`config.mk`:
```
export PLATFORM = sky130hd
export DESIGN_NAME = frame_len_guard
export DESIGN_NICKNAME = d
export VERILOG_FILES = /design/src/rtl/fg_pkg.sv /design/src/rtl/fg_pulse_counter.sv /design/src/rtl/fg_len_table.sv /design/src/rtl/fg_verdict.sv /design/src/rtl/frame_len_guard.sv
export SDC_FILE = /design/constraint.sdc
export NUM_CORES = 1
export LEC_CHECK = 0
export BUFFER_PORTS_ARGS = -buffer_cell sky130_fd_sc_hd__buf_2
export CORE_AREA = 2 2 39 41
export DETAILED_ROUTE_END_ITERATION = 6
export DIE_AREA = 0 0 41 43
export GPL_ROUTABILITY_DRIVEN = 0
export RECOVER_POWER = 100
export SETUP_SLACK_MARGIN = 0.5
export SYNTH_ARGS = -nofsm -noshare
export SYNTH_HDL_FRONTEND = slang
export SYNTH_SLANG_ARGS = --single-unit
```
`constraint.sdc`:
```
create_clock -name clk -period 1.9 [get_ports clk]
set_input_delay 0.095 -clock clk [delete_from_list [all_inputs] [get_ports clk]]
set_output_delay 0.095 -clock clk [all_outputs]
set_load 0.02 [all_outputs]
```
`src/rtl/fg_pkg.sv`:
```
package fg_pkg;

  typedef enum logic [2:0] {
    CMD_READ   = 3'd0,
    CMD_WRITE  = 3'd1,
    CMD_ERASE  = 3'd2,
    CMD_ERALL  = 3'd3,
    CMD_WRALL  = 3'd4,
    CMD_WREN   = 3'd5,
    CMD_WRDIS  = 3'd6,
    CMD_NONE   = 3'd7
  } cmd_e;

  // Commands that modify the array and therefore need an exact length.
  function automatic logic is_guarded(cmd_e c);
    return (c == CMD_WRITE) || (c == CMD_ERASE) ||
           (c == CMD_ERALL) || (c == CMD_WRALL);
  endfunction

  // Commands that carry a data field after the address.
  function automatic logic has_data(cmd_e c);
    return (c == CMD_WRITE) || (c == CMD_WRALL);
  endfunction

endpackage

```
`src/rtl/fg_pulse_counter.sv`:
```
module fg_pulse_counter #(
  parameter int CNT_W = 5
) (
  input  logic             clk,
  input  logic             rst,
  input  logic             cs,
  input  logic             sclk_rise,
  input  logic             start_seen,
  output logic [CNT_W-1:0] count,
  output logic             armed
);

  localparam logic [CNT_W-1:0] CEIL = {CNT_W{1'b1}};

  always_ff @(posedge clk) begin
    if (rst || !cs) begin
      count <= '0;
      armed <= 1'b0;
    end else if (sclk_rise) begin
      if (!armed) begin
        if (start_seen) begin
          count <= CNT_W'(1);
          armed <= 1'b1;
        end
      end else if (count != CEIL) begin
        count <= count + CNT_W'(1);
      end
    end
  end

endmodule

```
`src/rtl/fg_len_table.sv`:
```
module fg_len_table
  import fg_pkg::*;
#(
  parameter int ADDR_W = 9,
  parameter int BYTE_W = 8,
  parameter int WORD_W = 16,
  parameter int CNT_W  = 5
) (
  input  cmd_e             cmd,
  input  logic             org_word,
  output logic [CNT_W-1:0] need_len,
  output logic             guarded
);

  localparam int HDR_W = 3;  // start bit plus two opcode bits
  localparam int LEN_NODATA_B = HDR_W + ADDR_W;
  localparam int LEN_NODATA_W = HDR_W + ADDR_W - 1;
  localparam int LEN_DATA_B   = LEN_NODATA_B + BYTE_W;
  localparam int LEN_DATA_W   = LEN_NODATA_W + WORD_W;

  logic [CNT_W-1:0] len_tab [4];

  genvar gi;
  generate
    for (gi = 0; gi < 4; gi++) begin : g_len
      // index bit0 = organisation, bit1 = data field present
      localparam int L = (gi == 0) ? LEN_NODATA_B :
                         (gi == 1) ? LEN_NODATA_W :
                         (gi == 2) ? LEN_DATA_B   : LEN_DATA_W;
      assign len_tab[gi] = CNT_W'(L);
    end
  endgenerate

  always_comb begin
    need_len = len_tab[{has_data(cmd), org_word}];
    guarded  = is_guarded(cmd);
  end

endmodule

```
`src/rtl/fg_verdict.sv`:
```
module fg_verdict #(
  parameter int CNT_W = 5
) (
  input  logic             clk,
  input  logic             rst,
  input  logic             cs,
  input  logic             armed,
  input  logic             guarded,
  input  logic [CNT_W-1:0] count,
  input  logic [CNT_W-1:0] need_len,
  output logic             commit_ok,
  output logic             len_err
);

  logic cs_q;
  logic fall;
  logic judge;

  assign fall  = cs_q && !cs;
  assign judge = fall && armed && guarded;

  always_ff @(posedge clk) begin
    if (rst) begin
      cs_q      <= 1'b0;
      commit_ok <= 1'b0;
      len_err   <= 1'b0;
    end else begin
      cs_q      <= cs;
      commit_ok <= judge && (count == need_len);
      len_err   <= judge && (count != need_len);
    end
  end

endmodule

```
`src/rtl/frame_len_guard.sv`:
```
module frame_len_guard #(
  parameter int ADDR_W = 9,
  parameter int BYTE_W = 8,
  parameter int WORD_W = 16
) (
  input  logic       clk,
  input  logic       rst,
  input  logic       sclk_rise,
  input  logic       cs,
  input  logic       start_seen,
  input  logic [2:0] cmd,
  input  logic       org_word,
  output logic       commit_ok,
  output logic       len_err
);

  localparam int MAX_LEN = 3 + ADDR_W + ((BYTE_W > WORD_W) ? BYTE_W : WORD_W);
  localparam int CNT_W   = $clog2(MAX_LEN + 2);

  logic [CNT_W-1:0] pulse_cnt;
  logic [CNT_W-1:0] need_len;
  logic             armed;
  logic             guarded;

  fg_pulse_counter #(.CNT_W(CNT_W)) u_cnt (
    .clk        (clk),
    .rst        (rst),
    .cs         (cs),
    .sclk_rise  (sclk_rise),
    .start_seen (start_seen),
    .count      (pulse_cnt),
    .armed      (armed)
  );

  fg_len_table #(
    .ADDR_W (ADDR_W),
    .BYTE_W (BYTE_W),
    .WORD_W (WORD_W),
    .CNT_W  (CNT_W)
  ) u_len (
    .cmd      (fg_pkg::cmd_e'(cmd)),
    .org_word (org_word),
    .need_len (need_len),
    .guarded  (guarded)
  );

  fg_verdict #(.CNT_W(CNT_W)) u_vrd (
    .clk       (clk),
    .rst       (rst),
    .cs        (cs),
    .armed     (armed),
    .guarded   (guarded),
    .count     (pulse_cnt),
    .need_len  (need_len),
    .commit_ok (commit_ok),
    .len_err   (len_err)
  );

endmodule

```
==> run summary, run 1 <==
The flow ran to the end, and the final reports show no timing, DRC or antenna violations. On the worst path, the slowest cell contributes a delay of 0.38 ns. The run gives 428 as the number of global-route vias before repair. The number of port buffers works out to 10. The first global-routing pass estimated 1760 um of wire. Switching portion of total power: 26.0%. Dividing the detail-routed wire length by the instance count gives 12.4 um. The number of rows created at floorplan was 14; the deepest level of the CTS H-tree was 1. The post-synth net total was 65. Along the worst path, the maximum fanout reaches 4.

The number of cell instances on the worst register-to-register path is 7. Cell area power density: 644 mW/mm^2. The most frequent cell after synthesis was dfxtp_1. After synthesis the cells add up to 469 um^2.

The commonest cells after synthesis are 9 x dfxtp_1, 8 x nor2_1. The tools report the count of endpoints failing hold in the final timing report as 0. The area growth from synthesis to layout is 31.7%. The count of TritonRoute iterations in the first routing pass is 4, and the antenna diode instance count is 0. TritonCTS built the clock tree. The run gives 9 as the number of clock sinks. The initial antenna violation count was 0; the internal power contribution was 0.000294 W. The path class of the lowest-slack min-delay path is in -> reg.

The die covers 0.00176 mm^2. The total via count after detailed routing was 434. In this run the clock root is driven by a clkbuf_4. The number of maximum-capacitance constraint violations was 0. Global routing finished with a remaining overflow of 0. The run gives 1090 um as the detailed-route wire length. Boundary pin count: 11. The area share of the leading cell type in the synthesized netlist is 38.4%, and the number of buffers inserted during clock tree synthesis is 3.

The count of pins over their slew limit is 0, and the clock period minus final worst setup slack is 1.55 ns. For the peak clock frequency supported by timing, the log shows 645 MHz. The detailed-route vias per instance was 4.93; the cell count after synthesis was 54. The analysis attributes to net switching a power of 0.000104 W.

The launching element type of the critical path was a register. STA classifies the critical path endpoint as a register. Setup repair after global routing could not meet its margin everywhere. After clock tree synthesis, the clock-pin slew on the worst setup and hold paths is 0.07 ns.

The y dimension of the die was 43 um; the data arrival time of the critical path was 1.69 ns. Of the total power, combinational logic draws 11.0%. The most used flip-flop cell after synthesis is dfxtp_1. The worst register-to-register path ends at u_cnt.count[2].

Sorting the synthesized cells by area gives the leading types as dfxtp_1 38%, nor2_1 6.4%, ha_1 5.3%, o211ai_1 4.8%, nand2b_1 4.0%. The tightest slew margin relative to the limit is 62.4%. The logs give 0.259 mV for the peak supply drop and 0.252 nW for the cell leakage power. After synthesis, the netlist uses 23 different library cells. The maximum buffer depth of the clock tree was 2; the initial detailed-routing violation count was 13. Once detailed placement completed, the half-perimeter wirelength came to 697 um. The signal on the critical path passes through ha_1 -> and3_1 -> ha_4 -> nor2b_4 -> o211ai_1 -> xor2_1 -> nor2_1. The proportion of synthesized chip area in sequential cells was 38.4%; the hold slack was 0.104 ns. The origin of the worst setup path was u_cnt.count[1]. For this run, the number of Yosys warnings is 0. The detail route stage leaves a number of antenna-violating nets equal to 0. In this run the critical register-to-register path is launched from u_cnt.count[1].

Total of flip-flops plus latches after synthesis: 9. At the pin with the least slew margin, the transition time is 0.559 ns. The layout net count was 84. Clock latency on the worst-skew pair, taken at its later pin, is 0.27 ns. In the routed design, unresolved DRC markers number 0. The setup clock skew after layout came out at 0.00548 ns.

The share of the clock period used by the worst path was 81.6%. The synthesized area divided by synthesized cell count was 8.69 um^2. Buffers inserted to repair hold after CTS numbered 0. STA puts the critical path data required time at 2.04 ns.

Among all stages on the critical path, the largest delay is contributed by dfxtp_1. For the setup slack of the most critical reg-to-reg path, the log shows 0.35 ns. The number of failing setup endpoints in the final timing report came out at 0. The maximum number of pins on one net before global-route repair was 8; the number of flops mapped to enable cells by yosys was 0. The tools report the part of the power in registers as 49.1%. The total core area is 0.00138 mm^2, and the share of post-route cells with drive strength above 1 is 29.2%. The cell type with the highest aggregate area in the netlist was dfxtp_1. The clock network accounts for 39.9% of the total power.

The all-layer global routing usage came out at 15.5%. The tools report the capture point of the worst path as u_cnt.count[2]. The start-to-end type of the worst setup path is reg -> reg.

X dimension of the die: 41 um. Once the floorplan was initialized, standard cells occupied 33.9% of the core. Of all flip-flops after synthesis, the portion carrying an async set or reset was 0%. After routing, the total negative slack on setup checks comes to 0 ns.
[metal layers]
layer | wire length (um) | up-vias | global-route usage, %
met3 | 51 | 4 | 4.71
met2 | 507 | 11 | 20.6
met4 | 26 | 0 | 14.0
met5 | 0 | - | 0
li1 | - | 230 | -
met1 | 504 | 189 | 18.7
[power by group through the flow]
stage	registers (W)	logic (W)	clock network, W
after floorplan	0.000200	0.0000214	0
after global placement	0.000201	0.0000375	0
after detailed placement	0.000201	0.0000378	0
after CTS	0.000196	0.0000426	0.000164
after global routing	0.000196	0.0000486	0.000173
final	0.000196	0.0000436	0.000159
[critical path, delay by kind of cell (launching register included)]
kind	cells	cell delay (ns)
compound gates	1	0.21
fa+ha+maj	2	0.35
xor+xnor	1	0.18
simple gates	3	0.30
flops	1	0.38
[sequential cells by signal, indices dropped and copies added, names as in the netlist]
name and cells:
u_vrd.commit_ok 1, u_vrd.cs_q 1, u_vrd.len_err 1, u_cnt.count 5, u_cnt.armed 1
[through the flow]
step           cells  total power, W  setup slack [ns]  instance area, um^2  util [%]
2_1_floorplan     54        0.000222             0.493                  477         -
3_3_place_gp      80        0.000239             0.374                  547      39.5
6_report          88        0.000398             0.350                  618      44.7
5_1_grt           88        0.000418             0.196                  618      44.7
3_5_place_dp      80        0.000239             0.371                  547      39.5
4_1_cts           87        0.000402             0.449                  628      45.4
[cell families (layout without fill, tap and decap cells)]
group / Yosys count / in the layout / share of synthesized area [%]
simple gates: 26 / 26 / 31.2
compound gates: 11 / 11 / 16.0
flops: 9 / 9 / 38.4
fa+ha+maj: 2 / 2 / 5.33
xor+xnor: 4 / 4 / 7.47
buf+inv: 2 / 20 / 1.60
[cell usage in the layout (no fill, tap or decap), drive strengths merged, types with 2 or more instances in the layout]
cell type,Yosys,layout
clkbuf,0,6
o21ai,2,2
nand2b,3,3
and3,3,3
nand2,3,3
xor2,2,2
o22ai,2,2
dfxtp,9,9
ha,2,2
nor2b,2,2
o211ai,3,3
inv,2,2
buf,0,12
xnor2,2,2
nor2,8,8
nor3,3,3
[worst min path at each step]
stage          startpoint           to  cells after the start
3_5_place_dp   start_seen  u_cnt.armed                      3
5_1_grt        start_seen  u_cnt.armed                      3
2_1_floorplan   sclk_rise  u_cnt.armed                      2
4_1_cts        start_seen  u_cnt.armed                      3
6_report       start_seen  u_cnt.armed                      3
3_3_place_gp   start_seen  u_cnt.armed                      3
[what timing repair did]
item,4_1_cts,5_1_grt
gates resized for setup,7,2
endpoints found under the setup margin,6,6
pin swaps,6,4
buffers inserted,3,1
[layout make-up]
cell class | instances | area [um^2]
inverters | 2 | 7.51
multi-input cells | 43 | 302
well taps | 16 | 20.0
fillers | 145 | 766
clock buffers | 4 | 26.3
repair buffers | 14 | 77.6
flip-flops and latches | 9 | 185
No activity file was read; power rests on OpenSTA's default activity.
==> run 2: changes to the inputs <==
Clock period 1.9 ns to 1.3 ns, I/O delays scaled along.
==> run summary, run 2 (synthesis results as in run 1) <==
The run gives 1.62 ns as the data arrival time of the critical path. Cell type group with the largest total delay on the critical path: simple AND/OR/NAND/NOR gates. After detailed placement, the design holds a cell count of 85.

The floorplan step defined a die boundary enclosing 0.00176 mm^2. Antenna diode instance count: 0. Dividing total power by cell area gives a power density of 848 mW/mm^2. TritonCTS created 3 clock buffers. TritonCTS built the clock tree. In this run the worst setup path begins at u_cnt.count[1]. CTS placed an instance of clkbuf_4 at the clock tree root.

For the power share of the clock group, the log shows 39.3%. The worst setup path is captured at a register. Among all stages on the critical path, the largest delay is contributed by or4b_4.

The deepest level of the CTS H-tree was 1. Instance count along the most critical hold path: 3. The initial detailed-routing violation count was 1.

The maximum net fanout on the critical path was 3. For this run, design rule violations remaining after detail routing come to 0. The tools report the initial antenna violation count as 0. For this design, the CTS-stage hold fixing added 0 buffers. The setup slack of the most critical reg-to-reg path is -0.16 ns, and the number of global-route vias before repair is 417.

The final layout contains 87 nets. The tools report the hold slack as 0.0752 ns. The checks that failed: negative setup slack.

The launch point of the worst reg-to-reg path is u_cnt.count[1]. The maximum buffer depth of the clock tree was 2; the sum of buffers and inverters on the critical path was 0. At the later pin of the worst-skew pair, clock insertion delay measures 0.27 ns. Of the cells placed in the final design, the portion with a size suffix greater than 1 is 40.0%. The count of TritonRoute iterations in the first routing pass is 2. The net load switching power is 0.000146 W. The first global-routing pass estimated 1690 um of wire.

For the cell leakage power, the log shows 0.274 nW. On the worst path, the slowest cell contributes a delay of 0.51 ns. Sequential cells account for 49.5% of the total power.

The initialized floorplan defines 14 standard-cell rows. Traced cell by cell, the critical path runs through or4b_4 -> o22ai_2 -> a21bo_1 -> and4b_1. Leaving out fill and tap cells, the most frequent cells in the layout are 8 x nor2_1, 8 x buf_2, 7 x buf_4. The number of cell instances on the worst register-to-register path was 4; the number of port buffers was 10.

The floorplan step set the die height to 43 um. For the non-filler instance count after layout, the log shows 91. Between clock sinks in the finished design, the worst skew comes to 0.00165 ns.

After floorplanning, the core was sized to cover 0.00138 mm^2. The residual antenna-violating net count after detailed routing is 0. The count of pins over their slew limit came out at 0. Path class of the lowest-slack min-delay path: in -> reg.

The effective utilization at floorplan is 33.9%, and the synthesis-to-finish area growth is 44.8%. The share of total power dissipated in combinational logic is 11.3%. In this run the tightest slew margin relative to its limit is 64.5%. Counting the fill cells in the layout gives 135. The register with the most flip-flops in the final layout is u_cnt.count. The die is 41 um wide. The flow ran to the end, but the final reports show violations. For this run the aggregate overflow at the end of global routing stands at 0. The logs give 684 MHz for the peak clock frequency supported by timing and 1020 um for the detailed-route wire length. The worst setup path is launched from a register. The final worst slack came out at -0.162 ns. The tools report the post-route core utilization as 49.1%.

Setup total negative slack on the finished layout was measured at -0.655 ns. The logs give 446 for the total via count after detailed routing and 0 for the number of maximum-capacitance constraint violations. The critical path crosses 4 cells after its start point. VDD sags by at most 0.584 mV. Counting every sink on the clock net gives 9.

The internal power of the cells totals 0.000430 W. After clock tree synthesis, the clock-pin slew on the worst setup and hold paths is 0.06 ns. Setup violations remaining at the end of the flow were counted as 6.

For the pin with the worst max-slew slack, the measured transition is 0.527 ns. 11 I/O pins were placed. In the final routed layout, each cell accounts on average for 11.2 um.

Setup repair after global routing could not meet its margin everywhere. Detailed placement finished with a half-perimeter wire length of 751 um. Across every metal layer, demand over resource in global routing totals 14.9%.

The worst setup path is of the reg -> reg kind. The share of the clock period used by the worst path was 112%. The worst hold path begins at cs. Entering global routing, the biggest net connects 8 pins.

The switching portion of total power works out to 25.3%. The critical path data required time is 1.46 ns, and the clock period minus final worst setup slack is 1.46 ns. The register with the most flip-flops in the layout has 5 of them. In the routed layout, each cell is associated on average with a via count of 4.90. The count of endpoints failing hold in the final timing report came out at 0.
-- run 2: cell count changes in the layout (fill, tap and decap cells not counted) --
cell      previous run  this run
dfxtp_1              7         6
clkbuf_1             3         2
or4b_4               0         1
buf_4                4         7
o22ai_1              2         1
o22ai_2              0         1
ha_4                 1         2
or4b_1               1         0
and3_4               0         1
dfxtp_4              1         2
ha_1                 1         0
and3_1               1         0
buf_6                0         1
-- run 2: final cells by class --
| cell class | count | area (um^2) | area share, % |
|---|---|---|---|
| clock buffer | 4 | 26.3 | 3.87 |
| inverter | 2 | 7.51 | 1.10 |
| multi-input combinational | 43 | 329 | 48.4 |
| sequential | 9 | 189 | 27.8 |
| tap | 16 | 20.0 | 2.95 |
| timing repair buffer | 17 | 108 | 15.8 |
-- run 2: layer usage --
| metal | global-route usage [%] | vias to the layer above | routed length [um] |
|---|---|---|---|
| li1 | - | 235 | - |
| met1 | 17.9 | 196 | 468 |
| met2 | 21.6 | 11 | 482 |
| met3 | 3.14 | 4 | 47 |
| met4 | 12.0 | 0 | 19 |
| met5 | 0 | - | 0 |
-- run 2: worst min-delay path, cell delays in order --
cell and delay [ns]:
buf_2 0.09, nand2b_1 0.09, inv_1 0.07
-- run 2: repair_timing --
item | 4_1_cts | 5_1_grt
buffers inserted | 2 | 0
endpoints found under the setup margin | 7 | 9
resized for setup | 9 | 5
pin swaps | 6 | 1
hold endpoints to repair | 0 | 0
-- run 2: worst paths after layout --
| kind | end |
|---|---|
| min reg2reg | u_cnt.armed |
| max | u_vrd.len_err |
| min | u_vrd.cs_q |
| max reg2reg | u_vrd.len_err |
-- run 2: power by group through the flow --
stage | combinational [W] | clock (W) | sequential, W
finish | 0.0000650 | 0.000226 | 0.000285
global route | 0.0000725 | 0.000241 | 0.000286
CTS | 0.0000646 | 0.000230 | 0.000285
detailed placement | 0.0000595 | 0 | 0.000293
global placement | 0.0000586 | 0 | 0.000293
floorplan | 0.0000314 | 0 | 0.000292
-- run 2: per-stage QoR --
stage | area (um^2) | power, W | setup slack [ns]
floorplan | 477 | 0.000324 | -0.107
global route | 679 | 0.000599 | -0.222
detailed placement | 584 | 0.000353 | -0.231
finish | 679 | 0.000576 | -0.162
global placement | 584 | 0.000352 | -0.187
CTS | 673 | 0.000580 | -0.174
